### src/rtl/sat_ctl_pkg.sv
package sat_ctl_pkg;
    typedef enum logic [3:0] {
        ST_IDLE,
        ST_REFRESH,
        ST_PRECHARGE,
        ST_ASSIGN,
        ST_WAIT,
        ST_ANALYZE,
        ST_EXECUTE,
        ST_SAT,
        ST_UNSAT
    } ctl_state_e;
endpackage

### src/rtl/sat_pick_free.sv
module sat_pick_free #(
    parameter int NVAR = 8,
    parameter int IW   = $clog2(NVAR)
) (
    input  logic [NVAR-1:0] status,
    output logic            any_free,
    output logic [IW-1:0]   idx
);
    // lowest index with a clear status bit wins
    always_comb begin
        any_free = 1'b0;
        idx      = '0;
        for (int i = NVAR - 1; i >= 0; i--) begin
            if (!status[i]) begin
                any_free = 1'b1;
                idx      = IW'(i);
            end
        end
    end
endmodule

### src/rtl/sat_level_track.sv
module sat_level_track #(
    parameter int NVAR = 8,
    parameter int LW   = $clog2(NVAR)
) (
    input  logic            clk,
    input  logic            rst_n,
    input  logic [NVAR-1:0] status,
    input  logic [NVAR-1:0] clr,
    input  logic [LW-1:0]   cur_lvl,
    input  logic [LW-1:0]   resume_lvl,
    output logic [NVAR-1:0] at_or_above
);
    for (genvar g = 0; g < NVAR; g++) begin : g_var
        logic          rec;
        logic [LW-1:0] lvl;

        always_ff @(posedge clk or negedge rst_n) begin
            if (!rst_n) begin
                rec <= 1'b0;
                lvl <= '0;
            end else if (clr[g]) begin
                rec <= 1'b0;
            end else if (status[g] && !rec) begin
                rec <= 1'b1;
                lvl <= cur_lvl;
            end
        end

        assign at_or_above[g] = rec && (lvl >= resume_lvl);
    end
endmodule

### src/rtl/sat_resume_select.sv
module sat_resume_select #(
    parameter int NVAR = 8,
    parameter int LW   = $clog2(NVAR),
    parameter int NW   = $clog2(NVAR + 1)
) (
    input  logic [NVAR-1:0] flipped,
    input  logic [NW-1:0]   ndec,
    input  logic [LW-1:0]   bck,
    output logic            found,
    output logic [LW-1:0]   tgt
);
    logic [NW-1:0] cap;
    logic [NW-1:0] lim;

    always_comb begin
        cap   = (ndec == '0) ? '0 : ndec - NW'(1);
        lim   = (NW'(bck) > cap) ? cap : NW'(bck);
        found = 1'b0;
        tgt   = '0;
        // ascending scan: the highest qualifying level is kept
        for (int l = 0; l < NVAR; l++) begin
            if ((ndec != '0) && (NW'(l) <= lim) && !flipped[l]) begin
                found = 1'b1;
                tgt   = LW'(l);
            end
        end
    end
endmodule

### src/rtl/sat_search_ctl.sv
module sat_search_ctl
    import sat_ctl_pkg::*;
#(
    parameter int NVAR = 8,
    parameter int IW   = $clog2(NVAR),
    parameter int NW   = $clog2(NVAR + 1)
) (
    input  logic            clk,
    input  logic            rst_n,
    input  logic            start,
    input  logic            new_impl,
    input  logic            conflict,
    input  logic [IW-1:0]   bck_lvl,
    input  logic [NVAR-1:0] var_done,
    output logic            assign_en,
    output logic [IW-1:0]   assign_idx,
    output logic            assign_val,
    output logic            refresh,
    output logic            precharge,
    output logic [NVAR-1:0] var_clr,
    output logic            ident_cclause,
    output logic            done,
    output logic            sat,
    output logic            unsat
);
    ctl_state_e state, state_nx;

    logic [NW-1:0]   ndec;
    logic            flip_pend;
    logic [IW-1:0]   flip_lvl;
    logic [IW-1:0]   dec_var [NVAR];
    logic [NVAR-1:0] dec_val;
    logic [NVAR-1:0] flipped;

    logic            any_free;
    logic [IW-1:0]   pick;
    logic            found;
    logic [IW-1:0]   tgt;
    logic [NVAR-1:0] undo_mask;
    logic [IW-1:0]   cur_lvl;

    sat_pick_free #(.NVAR(NVAR), .IW(IW)) u_pick (
        .status   (var_done),
        .any_free (any_free),
        .idx      (pick)
    );

    sat_resume_select #(.NVAR(NVAR), .LW(IW), .NW(NW)) u_resume (
        .flipped (flipped),
        .ndec    (ndec),
        .bck     (bck_lvl),
        .found   (found),
        .tgt     (tgt)
    );

    sat_level_track #(.NVAR(NVAR), .LW(IW)) u_track (
        .clk         (clk),
        .rst_n       (rst_n),
        .status      (var_done),
        .clr         (var_clr),
        .cur_lvl     (cur_lvl),
        .resume_lvl  (tgt),
        .at_or_above (undo_mask)
    );

    // level stamped on a status bit that rises at the end of this cycle
    always_comb begin
        if (state == ST_ASSIGN)
            cur_lvl = flip_pend ? flip_lvl : IW'(ndec);
        else
            cur_lvl = (ndec == '0) ? '0 : IW'(ndec - NW'(1));
    end

    // next-state logic
    always_comb begin
        state_nx = state;
        unique case (state)
            ST_IDLE:      if (start) state_nx = ST_REFRESH;
            ST_REFRESH:   state_nx = ST_PRECHARGE;
            ST_PRECHARGE: state_nx = ST_ASSIGN;
            ST_ASSIGN:    state_nx = (flip_pend || any_free) ? ST_WAIT : ST_SAT;
            ST_WAIT: begin
                if (conflict)      state_nx = ST_ANALYZE;
                else if (new_impl) state_nx = ST_WAIT;
                else               state_nx = ST_ASSIGN;
            end
            ST_ANALYZE:   state_nx = ST_EXECUTE;
            ST_EXECUTE:   state_nx = found ? ST_PRECHARGE : ST_UNSAT;
            ST_SAT,
            ST_UNSAT:     if (!start) state_nx = ST_IDLE;
            default:      state_nx = ST_IDLE;
        endcase
    end

    // state register and decision stack
    always_ff @(posedge clk or negedge rst_n) begin
        if (!rst_n) begin
            state     <= ST_IDLE;
            ndec      <= '0;
            flip_pend <= 1'b0;
            flip_lvl  <= '0;
            dec_val   <= '0;
            flipped   <= '0;
            for (int l = 0; l < NVAR; l++) dec_var[l] <= '0;
        end else begin
            state <= state_nx;
            unique case (state)
                ST_REFRESH: begin
                    ndec      <= '0;
                    flipped   <= '0;
                    flip_pend <= 1'b0;
                end
                ST_ASSIGN: begin
                    if (flip_pend) begin
                        dec_val[flip_lvl] <= ~dec_val[flip_lvl];
                        flipped[flip_lvl] <= 1'b1;
                        ndec              <= NW'(flip_lvl) + NW'(1);
                        flip_pend         <= 1'b0;
                    end else if (any_free) begin
                        dec_var[IW'(ndec)] <= pick;
                        dec_val[IW'(ndec)] <= 1'b0;
                        flipped[IW'(ndec)] <= 1'b0;
                        ndec               <= ndec + NW'(1);
                    end
                end
                ST_EXECUTE: begin
                    if (found) begin
                        flip_pend <= 1'b1;
                        flip_lvl  <= tgt;
                        ndec      <= NW'(tgt);
                        for (int l = 0; l < NVAR; l++)
                            if (IW'(l) > tgt) flipped[l] <= 1'b0;
                    end
                end
                default: ;
            endcase
        end
    end

    // outputs
    always_comb begin
        assign_en     = (state == ST_ASSIGN) && (flip_pend || any_free);
        assign_idx    = flip_pend ? dec_var[flip_lvl] : pick;
        assign_val    = flip_pend ? ~dec_val[flip_lvl] : 1'b0;
        refresh       = (state == ST_REFRESH);
        precharge     = (state == ST_PRECHARGE);
        ident_cclause = (state == ST_ANALYZE);
        sat           = (state == ST_SAT);
        unsat         = (state == ST_UNSAT);
        done          = sat || unsat;
        if (state == ST_REFRESH)
            var_clr = '1;
        else if ((state == ST_EXECUTE) && found)
            var_clr = undo_mask;
        else
            var_clr = '0;
    end

    // refresh is followed by precharge
    assert_refresh_then_pre_R2: assert property (@(posedge clk) disable iff (!rst_n)
        refresh |=> precharge);
    // a decision strobe lasts one cycle
    assert_assign_pulse_R3: assert property (@(posedge clk) disable iff (!rst_n)
        assign_en |=> !assign_en);
    // an implication pulse without conflict keeps the wait
    assert_wait_hold_R4: assert property (@(posedge clk) disable iff (!rst_n)
        (state == ST_WAIT && new_impl && !conflict) |=> (state == ST_WAIT));
    // identification is a single cycle with no decision after it
    assert_ident_once_R5: assert property (@(posedge clk) disable iff (!rst_n)
        ident_cclause |=> (!ident_cclause && !assign_en));
    // outcomes exclusive
    assert_outcome_excl_R10: assert property (@(posedge clk) disable iff (!rst_n)
        !(sat && unsat));
    // outcome holds while start stays high
    assert_outcome_hold_R11: assert property (@(posedge clk) disable iff (!rst_n)
        (done && start) |=> done);
endmodule

### config.mk
export PLATFORM = sky130hd
export DESIGN_NAME = sat_search_ctl
export DESIGN_NICKNAME = d
export VERILOG_FILES = /design/src/rtl/sat_ctl_pkg.sv /design/src/rtl/sat_pick_free.sv /design/src/rtl/sat_level_track.sv /design/src/rtl/sat_resume_select.sv /design/src/rtl/sat_search_ctl.sv
export SDC_FILE = /design/constraint.sdc
export NUM_CORES = 1
export LEC_CHECK = 0
export CAP_MARGIN = 5
export CORE_MARGIN = 3
export CORE_UTILIZATION = 30
export CTS_BUF_LIST = sky130_fd_sc_hd__clkbuf_2 sky130_fd_sc_hd__clkbuf_4 sky130_fd_sc_hd__clkbuf_8
export CTS_CLUSTER_DIAMETER = 200
export CTS_CLUSTER_SIZE = 20
export DETAILED_ROUTE_END_ITERATION = 10
export GPL_TIMING_DRIVEN = 0
export PLACE_DENSITY = 0.43
export SYNTH_ARGS = -nofsm -noshare
export SYNTH_HDL_FRONTEND = slang
export SYNTH_SLANG_ARGS = --single-unit
### constraint.sdc
create_clock -name clk -period 6 [get_ports clk]
set_input_delay 0.6 -clock clk [delete_from_list [all_inputs] [get_ports clk]]
set_output_delay 0.6 -clock clk [all_outputs]
set_load 0.05 [all_outputs]
==> impl_results.md, run 1 <==
* ANT cells at 0
* Die ar. at 0.0194 mm²
* First-pass GRT wire length at 26.1 mm
* Worst clock skew at 0.0118 ns
* Clock Tree Root: clkbuf_8
* 1st-iter DRT viols at 244
* Net Sw Frac at 48.9%
* Setup CP Type: reg2out
* Final #Nets at 668
* Crit start category: register
* Synthesized instance count at 576
* Mapped cell area at 0.00533 mm²
* Clock network fraction of design power at 11.5%
* Flops & latches, synth at 84
* Asr flop ratio synth at 100%
* R2R setup slack at 1.48 ns
* Most common cell after layout, fill and taps aside: dfrtp_1
* Post-DRT Antenna Nets at 0
* Logic pwr share at 65.9%
* Placed Instances at 836
* Vias/cell at 5.33
* Number of synthesized flops with an enable pin at 0
* CP endpoint kind: output port
* Num Clock Sinks at 84
* Tightest Pin Transition at 0.943 ns
* Sequential area share after synthesis at 39.4%
* CTS Buf Count at 9
* Port-buffer cells at 34
* Largest net degree at the start of global routing at 54
* Number of vias in the routed layout at 4550
* Max-slew violation count at 0
* Ys Warns at 0
* Fin cells at 854
* Highest Signal Layer: met4
* First-pass DRT Iterations at 5
* CTS tree: done
* Met3 WL at 583 µm
* Status: finished, final reports clean
* CP arrival at 5.17 ns
* H-tree levels at 3
* Max-slew headroom at the worst pin at 36.7%
* WL final at 15.8 mm
* Vias in the first global route at 4618
* Worst R2R Start: ndec[2]$_DFFE_PN0P_
* DRC Markers at 0
* R2R Path End: u_track.g_var[2].rec$_DFFE_PN0P_
* Synth-to-Final Area Change at 16.7%
* Mean Syn Cell Area at 9.25 µm²
* Final worst path period share at 96.1%
* Mapped Nets at 620
* Ys flop type: dfrtp_1
* Metal-1 WL at 7.64 mm
* P_int at 2.12 mW
* Die height at 139 µm
* Chip Width at 139 µm
* Commonest non-fill, non-tap cells in the layout: dfrtp_1, nor2_1, nand2_1
* Total power at 4.15 mW
* Final min period at 5.77 ns
* Initial Util at 30.7%
* Hold Violations, Final at 0
* Core area at 0.0174 mm²
* HPWL Detailed at 11.7 mm
* Worst-path fanout max at 10
* Layout cells sized above 1 at 17.3%
* Max Fclk at 0.173 GHz
* Post-synth cell types at 65
* Pleak at 2.74 nW
* Net Switching at 2.03 mW
* Clk buf depth at 2
* Clk_lat worst skew at 0.39 ns
* Sequential Power Share at 22.5%
* Routability cong. at 0.890
* Post-DR wirelength/cell at 18.5 µm
* Max-Cap Viols at 0
* WL met2 at 7.28 mm
* Tot GR Track Use at 16.9%
* R2R depth at 20
* Floorplan row count at 48
* Clock slew at reported path FFs at 0.10 ns
* RSZ-0062 raised after global routing: false
* Initial antenna violation count at 0
* Hold Path Class: in2async
* P per Cell Area at 667 mW/mm²
* Critical Path RT at 5.40 ns
* VDD IR max at 0.354 mV
* Setup violators final at 0
* Filler cells at 1801
* Total grt overflow at 0
* I/O pins at 35
## kinds of logic (layout without fill, tap and decap cells)
| logic type | Yosys count | count (layout) | share of synthesized area (%) |
|---|---|---|---|
| buffers and inverters | 46 | 99 | 3.64 |
| and+or+nand+nor | 202 | 202 | 18.3 |
| xor gates and xnor gates | 2 | 2 | 0.329 |
| DFF | 84 | 84 | 39.4 |
| adders and majority gates | 28 | 28 | 6.57 |
| AOI/OAI and AO/OA | 159 | 159 | 19.9 |
| muxes | 55 | 55 | 11.8 |
## layout make-up
cell class / count / area, µm² / share of cell area (%)
plain buffers: 29 / 130 / 2.09
clock buffers: 10 / 138 / 2.21
clock inverters: 6 / 87.6 / 1.41
inverters: 17 / 63.8 / 1.03
multi-input cells: 446 / 3060 / 49.2
flip-flops and latches: 84 / 2100 / 33.8
well taps: 225 / 282 / 4.53
repair buffers: 37 / 355 / 5.71
## worst max path at each step
stage,start,end,slack (ns),cells past startpoint
2_1_floorplan,ndec[2]$_DFFE_PN0P_,var_clr[0],1.30,19
3_3_place_gp,ndec[2]$_DFFE_PN0P_,var_clr[1],-0.42,17
5_1_grt,ndec[2]$_DFFE_PN0P_,var_clr[6],0.002,20
6_report,ndec[2]$_DFFE_PN0P_,var_clr[3],0.23,20
3_5_place_dp,ndec[2]$_DFFE_PN0P_,var_clr[1],-0.41,17
4_1_cts,ndec[2]$_DFFE_PN0P_,var_clr[1],0.04,20
## per-stage QoR
step	setup slack [ns]	hold slack (ns)	area, µm²	setup TNS, ns	util (%)
2_1_floorplan	1.30	0.304	5330	0	-
3_3_place_gp	-0.422	0.485	5950	-3.19	34.3
3_5_place_dp	-0.410	0.493	5980	-3.13	34.4
4_1_cts	0.0388	0.187	6200	0	35.7
5_1_grt	0.00169	0.200	6220	0	35.8
6_report	0.234	0.176	6220	0	35.8
## cell usage after synthesis (all sizes together) (12+ instances only)
cell | instances | share of area (%)
a21o | 20 | 2.8
a21oi | 29 | 2.7
clkbuf | 19 | 1.3
dfrtp | 84 | 39
ha | 28 | 6.6
inv | 17 | 1.2
mux2 | 49 | 10
nand2 | 55 | 3.9
nand2b | 14 | 1.6
nand3 | 12 | 1.1
nor2 | 67 | 4.8
nor3 | 12 | 1.1
o21ai | 44 | 4.1
## worst max-delay path: stages, from the launching register on
cell,delay (ns)
dfrtp_1,0.38
buf_6,0.13
or3_1,0.35
buf_6,0.16
nor2_1,0.19
a21oi_1,0.13
ha_1,0.36
and3b_1,0.21
o21a_2,0.27
buf_2,0.20
and4_1,0.21
a21oi_1,0.13
a31oi_1,0.14
o21ai_2,0.28
nand2_4,0.18
ha_1,0.30
nand2b_1,0.15
a21o_1,0.18
a21o_1,0.17
a31o_2,0.24
dlygate4sd2_1,0.42
## power by group through the flow
stage	clock (mW)	sequential (mW)	combinational, mW
2_1_floorplan	0	0.899	1.95
3_3_place_gp	0	0.937	2.67
3_5_place_dp	0	0.945	2.71
4_1_cts	0.489	0.933	2.71
5_1_grt	0.519	0.965	3.07
6_report	0.478	0.935	2.74
## sequential cells by signal, indices dropped and copies added (netlist names)
| signal | cells |
|---|---|
| dec_var | 24 |
| u_track.g_var.lvl | 24 |
| ndec | 4 |
| state | 4 |
| dec_val | 8 |
| flip_pend | 1 |
| u_track.g_var.rec | 8 |
| flip_lvl | 3 |
| flipped | 8 |
## per-layer routing
metal / track usage (%) / vias up
li1: - / 2180
met1: 23.8 / 2245
met2: 26.8 / 103
met3: 2.61 / 22
met4: 5.36 / 0
met5: 0 / -
## what timing repair did
item / CTS / global route
setup endpoints to repair: 8 / 8
gates resized for setup: 12 / 14
hold buffers: 0 / 0
hold endpoints to repair: 0 / 0
pin swaps: 0 / 1
buffers inserted: 0 / 2
Note: power is estimated with default switching activity, not from simulation.
==> inputs of run 2 (changes only) <==
- REMOVE_ABC_BUFFERS: unset -> 1
- SYNTH_HIERARCHICAL: unset -> 1
==> run 2 against run 1 <==
Sequential cell count unchanged; final cell count fell by 4.0%; largest cell class unchanged; critical path type unchanged; largest power group unchanged; maximum frequency increased by 1.1%; highest routed layer unchanged.
==> impl_results.md, run 2 <==
* Status: finished, final reports clean
* Final worst setup slack at 0.299 ns
* Commonest non-fill, non-tap cells in the layout: dfrtp_1, nor2_1, o21ai_0
* Port-buffer cells at 34
* Num Clock Sinks at 84
* Most common cell after layout, fill and taps aside: dfrtp_1
* VDD IR max at 0.266 mV
* Hold Violations, Final at 0
* Ys flop type: dfrtp_1
* Final #Nets at 636
* CTS tree: done
* Initial antenna violation count at 0
* Sequential area share after synthesis at 38.1%
* Worst Path Buf+Inv at 3
* Setup violators final at 0
* Most common cell in the netlist: dfrtp_1
* CP delay by family, top: compound AO/OA/AOI/OAI gates
* Critical Path End: var_clr[1]
* CP arrival at 5.10 ns
* CP max-delay cell: dfrtp_2
* Critical Path RT at 5.40 ns
* Pleak at 2.67 nW
* Chip Width at 142 µm
* Synth-to-Final Area Change at 13.3%
* Core area at 0.0177 mm²
* Max Fclk at 0.175 GHz
* Post-DR wirelength/cell at 18.1 µm
* Clock Tree Root: clkbuf_8
* Hold Path Class: in2async
* Layout cells sized above 1 at 18.8%
* Vias/cell at 5.29
* Share of the synthesized area in the top cell type at 38.1%
* Worst-path fanout max at 25
* Ys Warns at 6
* ANT cells at 0
* Post-DRT Antenna Nets at 0
* Largest area contributor in the synthesized netlist: dfrtp_1
* RSZ-0062 raised after global routing: false
* Number of vias in the routed layout at 4339
* HPWL Detailed at 10.2 mm
* Crit-path cells: nor3_4 -> and2_4 -> nor2b_1 -> ha_1 -> and3_4 -> a21oi_4 -> o21ai_4 -> mux2i_4 -> a41o_1 -> a211oi_1 -> a21bo_2 -> clkinvlp_4 -> buf_4 -> ha_1 -> o21ai_0 -> a21oi_1 -> a21o_1 -> clkbuf_2
* Logic pwr share at 60.3%
* Worst clock skew at 0.0112 ns
* Total grt overflow at 0
* Cell mode on critical path: ha_1
* Clock network fraction of design power at 11.2%
* Dpl ws at 0.0543 ns
* First-pass GRT wire length at 24.4 mm
* R2R Path End: u_track/g_var[1].lvl[2]$_DFFE_PN0P_
* Net Sw Frac at 50.2%
* H-tree levels at 3
* Setup crit start: ndec[1]$_DFFE_PN0P_
* Largest net degree at the start of global routing at 55
* First-pass DRT Iterations at 5
* Crit start category: register
* Clock slew at reported path FFs at 0.09 ns
* Asr flop ratio synth at 100%
* Net Switching at 1.90 mW
* P_int at 1.88 mW
* R2R setup slack at 0.87 ns
* Sequential Power Share at 28.5%
* Number of synthesized flops with an enable pin at 0
* Die height at 142 µm
* Setup CP Type: reg2out
* 1st-iter DRT viols at 190
* Die ar. at 0.0201 mm²
* CTS Buf Count at 9
* Hold_buf cts at 0
* Routability cong. at 0.768
* Max-Cap Viols at 0
* DRC Markers at 0
* Synthesized instance count at 569
* Vias in the first global route at 4328
* Tot GR Track Use at 15.5%
* Flops & latches, synth at 84
* Worst R2R Start: ndec[1]$_DFFE_PN0P_
* Max-slew violation count at 0
* CP endpoint kind: output port
* Floorplan row count at 48
* Final min period at 5.70 ns
* Crit path depth at 18
* Initial Util at 31.3%
* Post-synth cell types at 76
* Mean Syn Cell Area at 9.70 µm²
* Regs by FF count: dec_var x24, u_track/g_var.lvl x24
* Final worst path period share at 95.0%
* P per Cell Area at 605 mW/mm²
* WL final at 14.8 mm
* Clk_lat worst skew at 0.37 ns
* Most area-consuming cells after synthesis: dfrtp_1, mux2_2, ha_1
* I/O pins at 35
* Clk buf depth at 2
* Max-slew headroom at the worst pin at 27.8%
* Most frequent cells after synthesis: dfrtp_1, nor2_1, o21ai_0
* R2R depth at 19
* Fin Setup TNS at 0 ns
* Tightest Pin Transition at 1.08 ns
* CP max stage delay at 0.61 ns
* Mapped cell area at 0.00552 mm²
## run 2: layer usage
layer,wire (µm),vias up,GRT usage [%]
met5,0,-,0
met2,6980,78,25.4
met1,7170,2122,21.3
met4,226,0,4.95
met3,450,15,1.82
li1,-,2124,-
## run 2: layout make-up
class,count,area (µm²)
Clock buffer,12,159
Multi-Input combinational cell,429,3180
Sequential cell,84,2110
Fill cell,1842,11400
Clock inverter,2,35.0
Tap cell,225,282
Inverter,29,113
Timing Repair Buffer,39,378
## run 2: power groups by stage
stage          Combinational [mW]  Clock [mW]  Sequential (mW)
4_1_cts                      2.28       0.439             1.08
2_1_floorplan                1.66           0            0.973
6_report                     2.28       0.423             1.08
5_1_grt                      2.56       0.466             1.12
3_3_place_gp                 2.23           0             1.08
3_5_place_dp                 2.29           0             1.09
## run 2: metrics by stage
stage               instance area (µm²)  util (%)  hold WS, ns  total power, mW  cells
finish                             6250      35.4        0.176             3.78    820
CTS                                6250      35.4        0.179             3.80    818
global placement                   6000      34.0        0.487             3.31    801
global route                       6250      35.4        0.187             4.15    820
floorplan                          5380         -        0.304             2.63    542
detailed placement                 6060      34.3        0.493             3.38    804
## run 2: cells by family (layout without fill, tap and decap cells)
logic type               Yosys count  after routing  synth area share (%)
adder cells (fa/ha/maj)           28             28                  6.35
multiplexers                      57             57                  12.3
flip-flops                        84             84                  38.1
AO/OA/AOI/OAI                    147            147                  17.7
buffers and inverters             56             82                  4.58
XOR/XNOR                           1              1                 0.159
AND/OR/NAND/NOR                  196            196                  20.8
## run 2: timing repair
action / CTS / global route
endpoints found under the setup margin: 8 / 8
endpoints found under the hold margin: 0 / 0
resized for setup: 19 / 10
setup buffers: 0 / 2
## run 2: worst min path at each step
stage | start | to | slack [ns] | cells past startpoint
floorplan | rst_n | dec_val[0]$_DFFE_PN0P_ | 0.30 | 0
CTS | rst_n | u_track/g_var[1].rec$_DFFE_PN0P_ | 0.18 | 1
global route | rst_n | u_track/g_var[1].rec$_DFFE_PN0P_ | 0.19 | 1
finish | rst_n | u_track/g_var[6].rec$_DFFE_PN0P_ | 0.18 | 1
global placement | dec_var[11]$_DFFE_PN0P_ | dec_var[11]$_DFFE_PN0P_ | 0.49 | 1
detailed placement | dec_var[11]$_DFFE_PN0P_ | dec_var[11]$_DFFE_PN0P_ | 0.49 | 1
